$ cat src/rtl/muldiv_acc.sv
module muldiv_acc #(
  parameter int W = 16
) (
  input  logic         clk,
  input  logic         rst_n,
  input  logic         start,
  input  logic         op_div,
  input  logic         use_imm,
  input  logic [W-1:0] src_a,
  input  logic [W-1:0] src_b,
  input  logic [W-1:0] imm,
  input  logic         mv_hi,
  output logic         busy,
  output logic         done,
  output logic         div_zero,
  output logic [W-1:0] acc_hi,
  output logic [W-1:0] acc_lo,
  output logic [W-1:0] mv_data
);
  localparam int CW = $clog2(W);

  logic [W-1:0]  opa_q, opb_q, wh, wl, nh, nl;
  logic [CW-1:0] cnt;
  logic          is_div;

  logic [W-1:0] b_sel;
  assign b_sel = use_imm ? imm : src_b;

  // multiply step: add multiplicand when multiplier LSB set, shift right
  logic [W:0] mul_sum;
  assign mul_sum = {1'b0, wh} + (wl[0] ? {1'b0, opa_q} : '0);

  // restoring divide step: shift in next dividend bit, trial subtract
  logic [W:0] shifted, diff;
  logic       ge;
  assign shifted = {wh, wl[W-1]};
  assign diff    = shifted - {1'b0, opb_q};
  assign ge      = ~diff[W];

  assign nh = is_div ? (ge ? diff[W-1:0] : shifted[W-1:0]) : mul_sum[W:1];
  assign nl = is_div ? {wl[W-2:0], ge} : {mul_sum[0], wl[W-1:1]};

  logic last, dz;
  assign last = (cnt == CW'(W - 1));
  assign dz   = is_div && (opb_q == '0);

  always_ff @(posedge clk) begin
    if (!rst_n) begin
      busy <= 1'b0; done <= 1'b0; div_zero <= 1'b0;
      acc_hi <= '0; acc_lo <= '0;
      opa_q <= '0; opb_q <= '0; wh <= '0; wl <= '0;
      cnt <= '0; is_div <= 1'b0;
    end else begin
      done     <= 1'b0;
      div_zero <= 1'b0;
      if (!busy) begin
        if (start) begin
          opa_q  <= src_a;
          opb_q  <= b_sel;
          is_div <= op_div;
          wh     <= '0;
          wl     <= op_div ? src_a : b_sel;
          cnt    <= '0;
          busy   <= 1'b1;
        end
      end else begin
        wh  <= nh;
        wl  <= nl;
        cnt <= cnt + 1'b1;
        if (last) begin
          busy     <= 1'b0;
          done     <= 1'b1;
          div_zero <= dz;
          acc_hi   <= dz ? opa_q : nh;
          acc_lo   <= dz ? '1 : nl;
        end
      end
    end
  end

  assign mv_data = mv_hi ? acc_hi : acc_lo;

  a_r2_done_after_busy: assert property (@(posedge clk) disable iff (!rst_n)
    done |-> (!busy && $past(busy)));
  a_r2_busy_from_start: assert property (@(posedge clk) disable iff (!rst_n)
    $rose(busy) |-> $past(start));
  a_r7_start_ignored: assert property (@(posedge clk) disable iff (!rst_n)
    (busy && start && !last) |=> (busy && $stable(opa_q) && $stable(opb_q) && $stable(is_div)));
  a_r8_acc_hold: assert property (@(posedge clk) disable iff (!rst_n)
    (!$stable(acc_hi) || !$stable(acc_lo)) |-> done);
  a_r10_done_pulse: assert property (@(posedge clk) disable iff (!rst_n)
    done |=> !done);
  a_r10_dz_with_done: assert property (@(posedge clk) disable iff (!rst_n)
    div_zero |-> done);
  a_r4_product: assert property (@(posedge clk) disable iff (!rst_n)
    (done && !is_div) |-> ({acc_hi, acc_lo} == (2*W)'(opa_q) * (2*W)'(opb_q)));
  a_r5_quot_rem: assert property (@(posedge clk) disable iff (!rst_n)
    (done && is_div && !div_zero) |->
      (((2*W)'(acc_lo) * (2*W)'(opb_q) + (2*W)'(acc_hi) == (2*W)'(opa_q)) && (acc_hi < opb_q)));
endmodule

$ cat config.mk
export PLATFORM = sky130hd
export DESIGN_NAME = muldiv_acc
export DESIGN_NICKNAME = d
export VERILOG_FILES = /design/src/rtl/muldiv_acc.sv
export SDC_FILE = /design/constraint.sdc
export NUM_CORES = 1
export LEC_CHECK = 0
export BUFFER_PORTS_ARGS = -buffer_cell sky130_fd_sc_hd__buf_2
export CAP_MARGIN = 0
export CORE_MARGIN = 1
export CORE_UTILIZATION = 62
export CTS_CLUSTER_SIZE = 10
export DETAILED_ROUTE_END_ITERATION = 8
export PLACE_DENSITY = 0.95
export SYNTH_ARGS = -nofsm -noshare
export SYNTH_HDL_FRONTEND = slang
export SYNTH_SLANG_ARGS = --single-unit
$ cat constraint.sdc
create_clock -name clk -period 8.21 [get_ports clk]
set_input_delay 1.2315 -clock clk [delete_from_list [all_inputs] [get_ports clk]]
set_output_delay 1.2315 -clock clk [all_outputs]
set_load 0.005 [all_outputs]
Yosys cells after proc, flatten, opt, wreduce, memory -nomap -nowiden

Index checks and enable logic that the tools add are counted.

Register bits after elaboration: 104
Output and inout bits: 51

$add $sub $neg: 3
Eq/ne operators: 1
Mux-type cells: 19
Bitwise gates (word level): 2
Reduce and logical (&&, ||, !) cells: 7

Operator list:

| kind                                                          | number |
|---|---|
| 16-bit two-way mux                                            | 13 |
| 16-bit by 16-bit adder with 17-bit output                     | 1 |
| 17-bit by 16-bit subtractor with 17-bit output                | 1 |
| 16-bit logical NOT                                            | 1 |
| 4-bit two-way mux                                             | 2 |
| 2-bit AND reduction                                           | 3 |
| 4-bit by 1-bit adder with 4-bit output, second input constant | 1 |
| 4-bit equality test, second input constant                    | 1 |
| 1-bit two-way mux                                             | 4 |
| 3-bit AND reduction                                           | 1 |
| 1-bit inverter                                                | 2 |
| 2-bit nonzero test                                            | 1 |
| 1-bit logical AND                                             | 1 |

Longest topological paths before layout

Word-level depth: 4
Mapped depth: 13
Gate-level depth less buffers: 12

Least setup slack after synthesis

No wires, ideal clock.

Kind: input port to output port
Start point: input port mv_hi
End point: output port mv_data[10]
Arrival: 2210 ps
Data required time: 6978 ps
Slack: 4769 ps
Stages on the path: 3
Cell sequence: clkbuf_1 -> clkbuf_1 -> mux2_2

Cells in the longest elaborated chain, start to end: 1

Ends and longest elaborated chain:

| what               | line | text |
|---|---|---|
| from (decl)        | 12   | `input logic mv_hi,` |
| 16-bit two-way mux | 81   | `assign mv_data = mv_hi ? acc_hi : acc_lo;` |
| to (decl)          | 18   | `output logic [W-1:0] mv_data` |

No other way between the ends.

Worst setup path in the final report

Same ends and word-level chain as after synthesis.

==> results.py <==
metrics = {
    "status": {
        "status": "completed",
    },
    "job": {
        "cap_violations": 0,
    },
    "power_and_ir_drop": {
        "p_clk_share_pct": 27.5,
        "power.leakage_nw": 3.15,
        "p_seq_share_pct": 48.3,
        "power_w": 0.00115,
        "p_sw_share_pct": 32.3,
        "p_int_w": 0.000778,
        "irDropWorstVdd_mv": 0.154,
        "combPwrFrac_pct": 24.2,
        "p_switching_w": 0.000371,
        "power_density_nw_per_um2": 156,
    },
    "drt": {
        "dr_wl_met3_um": 1940,
        "wl_met1_um": 7760,
        "viasPerCell": 6.51,
        "ant_nets": 0,
        "drt_iter0_drc": 609,
        "dr.pass1.iters": 5,
        "met2_wirelength_um": 8990,
        "routed_wl_um": 19500,
        "drc": 0,
        "avgRoutedWirePerCell_um": 18.9,
        "top_layer_used": "met4",
        "num_vias": 6726,
    },
    "grt": {
        "grt_pass1_vias": 6032,
        "grt_first_pass_wirelength_um": 30600,
        "grt_max_degree": 72,
        "track_usage_pct": 35.1,
        "grt_overflow": 0,
        "antenna_found_initial": 0,
    },
    "sta": {
        "tightest_slew_ns": 0.739,
        "period_share_pct": 40.4,
        "fin_crit_ns": 3.32,
        "skew_ns": 0.0172,
        "finalSetupViolations": 0,
        "hold_viol_final": 0,
        "rsz0062_at_grt": "no",
        "fin_setup_tns_ns": 0,
        "slew_headroom_pct": 50.8,
        "fmax_mhz": 302,
        "finalMaxSlewViolations": 0,
    },
    "place": {
        "portBuffers": 104,
        "hpwlAfterDp_um": 14400,
        "gp_congestion": 0.961,
        "place_area_um2": 7180,
    },
    "synth": {
        "yosysWarnings": 0,
        "yosys-top-cells-area": "dfxtp_1, ha_1, mux2i_1",
        "synth_cells": 831,
        "synth_cell_types": 64,
        "synth-edff-count": 0,
        "ys_seq_area_share_pct": 31.2,
        "synth_area_um2": 6670,
        "avgSynthCellArea_um2": 8.03,
        "synthesis.nets": 920,
        "synth_seq_cells": 104,
        "synth_top_area_cell": "dfxtp_1",
        "async_flop_share_pct": 0,
        "synth_ff_type": "dfxtp_1",
        "synth.top_cell.area_share_pct": 31.2,
    },
    "die": {
        "initial_core_util_pct": 64.3,
        "rows": 37,
        "die_w_um": 106,
        "dieArea_um2": 11200,
        "dieHeight_um": 106,
        "ios": 105,
        "core_area_um2": 10400,
    },
    "setup_path": {
        "startpoint_type": "input port",
        "crit_path_end_kind": "primary output",
        "cp.arrival_ns": 2.08,
        "required_ns": 6.98,
        "crit_type": "in2out",
        "path_max_fanout": 16,
    },
    "layout": {
        "design_area_um2": 7360,
        "antennaDiodeCount": 0,
        "layout-drive-gt1-share_pct": 17.4,
        "num-fill-cells": 771,
        "nNetsFinal": 982,
        "syn2layout_area_growth_pct": 10.4,
    },
    "cts": {
        "postCtsSetupBuffers": 0,
        "tritoncts": "yes",
        "cts_buffers": 9,
        "clockBufferDepth": 2,
        "clk-insertion-delay-late_ns": 0.38,
        "ctsHtreeMaxLevel": 3,
        "cts_resized": 0,
        "root_buffer": "clkbuf_8",
        "holdBufCountCts": 0,
        "clkTransAtPathRegs_ns": 0.09,
        "cts_sinks": 104,
    },
    "worst_hold_path": {
        "hp-class": "reg2reg",
    },
}
## power by group through the flow
stage	logic, W	clock network [W]	registers [W]
global placement	0.000261	0	0.000563
floorplan	0.000210	0	0.000551
detailed placement	0.000271	0	0.000564
CTS	0.000273	0.000314	0.000552
global route	0.000302	0.000332	0.000556
finish	0.000278	0.000315	0.000555
## cells in the mapped netlist, drive strengths merged, types with 5 or more instances
| cell type | n |
|---|---|
| ha | 33 |
| nand2 | 77 |
| nand3 | 22 |
| a21oi | 62 |
| nor3b | 7 |
| clkbuf | 51 |
| a21o | 6 |
| nor4 | 5 |
| nor2b | 21 |
| nand2b | 11 |
| mux2 | 19 |
| mux2i | 41 |
| dfxtp | 104 |
| a311oi | 8 |
| nand4 | 5 |
| buf | 9 |
| a211oi | 54 |
| and2 | 19 |
| nor3 | 12 |
| a31oi | 22 |
| inv | 35 |
| o32ai | 5 |
| xnor2 | 12 |
| or3 | 8 |
| o21ai | 70 |
| nor2 | 49 |
| xor2 | 5 |
## cells by family after synthesis
| group | Yosys count | share of synthesized area, % |
|---|---|---|
| mux | 60 | 9.36 |
| buf+inv | 96 | 5.59 |
| simple gates | 248 | 18.3 |
| flops | 104 | 31.2 |
| compound gates | 271 | 26.5 |
| xor+xnor | 17 | 2.23 |
| fa+ha+maj | 35 | 6.79 |
## worst max-delay path: stages
cell and delay, ns:
buf_2 0.33, mux2_2 0.39, buf_2 0.13
## per-stage QoR
stage	worst slack [ns]	hold WS [ns]	cells	utilization (%)
2_1_floorplan	4.77	0.440	831	-
3_3_place_gp	4.96	0.459	1018	69.2
3_5_place_dp	4.91	0.474	1018	69.2
4_1_cts	4.91	0.487	1033	71.0
5_1_grt	4.66	0.507	1033	71.0
6_report	4.89	0.496	1033	71.0
## worst paths after layout
kind | slack, ns | cells after the start | endpoint | start
worst max-delay path | 4.89 | 3 | mv_data[10] | mv_hi
worst min-delay path | 0.50 | 2 | opa_q[0]$_SDFFE_PN0P_ | opa_q[0]$_SDFFE_PN0P_
worst max register to register | 4.90 | 11 | wh[13]$_SDFFE_PN0P_ | wl[0]$_SDFFE_PN0P_
worst min register to register | 0.50 | 2 | opa_q[0]$_SDFFE_PN0P_ | opa_q[0]$_SDFFE_PN0P_
## registers in the layout, summed over array words and instances (netlist names)
register  cells
div_zero      1
opb_q        16
done          1
cnt           4
is_div        1
opa_q        16
wl           16
busy          1
acc_hi       16
acc_lo       16
wh           16
## layer usage
metal,GRT usage (%),vias up
met4,16.2,0
met2,56.9,379
met5,0,-
met3,8.29,68
li1,-,3161
met1,43.9,3118
## cell type report
| type | count | area, µm² | share of cell area (%) |
|---|---|---|---|
| Tap cell | 136 | 170 | 2.31 |
| Timing Repair Buffer | 111 | 573 | 7.78 |
| Clock buffer | 10 | 128 | 1.73 |
| Multi-Input combinational cell | 631 | 4220 | 57.3 |
| Inverter | 36 | 135 | 1.84 |
| Clock inverter | 5 | 56.3 | 0.765 |
| Sequential cell | 104 | 2080 | 28.3 |
## cells in the final DEF (no fill, tap or decap), drive strengths merged, types with 10 or more instances in the layout
cell type / n
inv: 36
nand2: 77
clkbuf: 10
nor2b: 21
mux2: 19
a31oi: 22
a211oi: 54
o21ai: 70
buf: 111
mux2i: 41
dfxtp: 104
nor3: 12
nand3: 22
and2: 19
xnor2: 12
a21oi: 62
nor2: 49
nand2b: 11
ha: 33
Power figures use the tool's default switching activity.
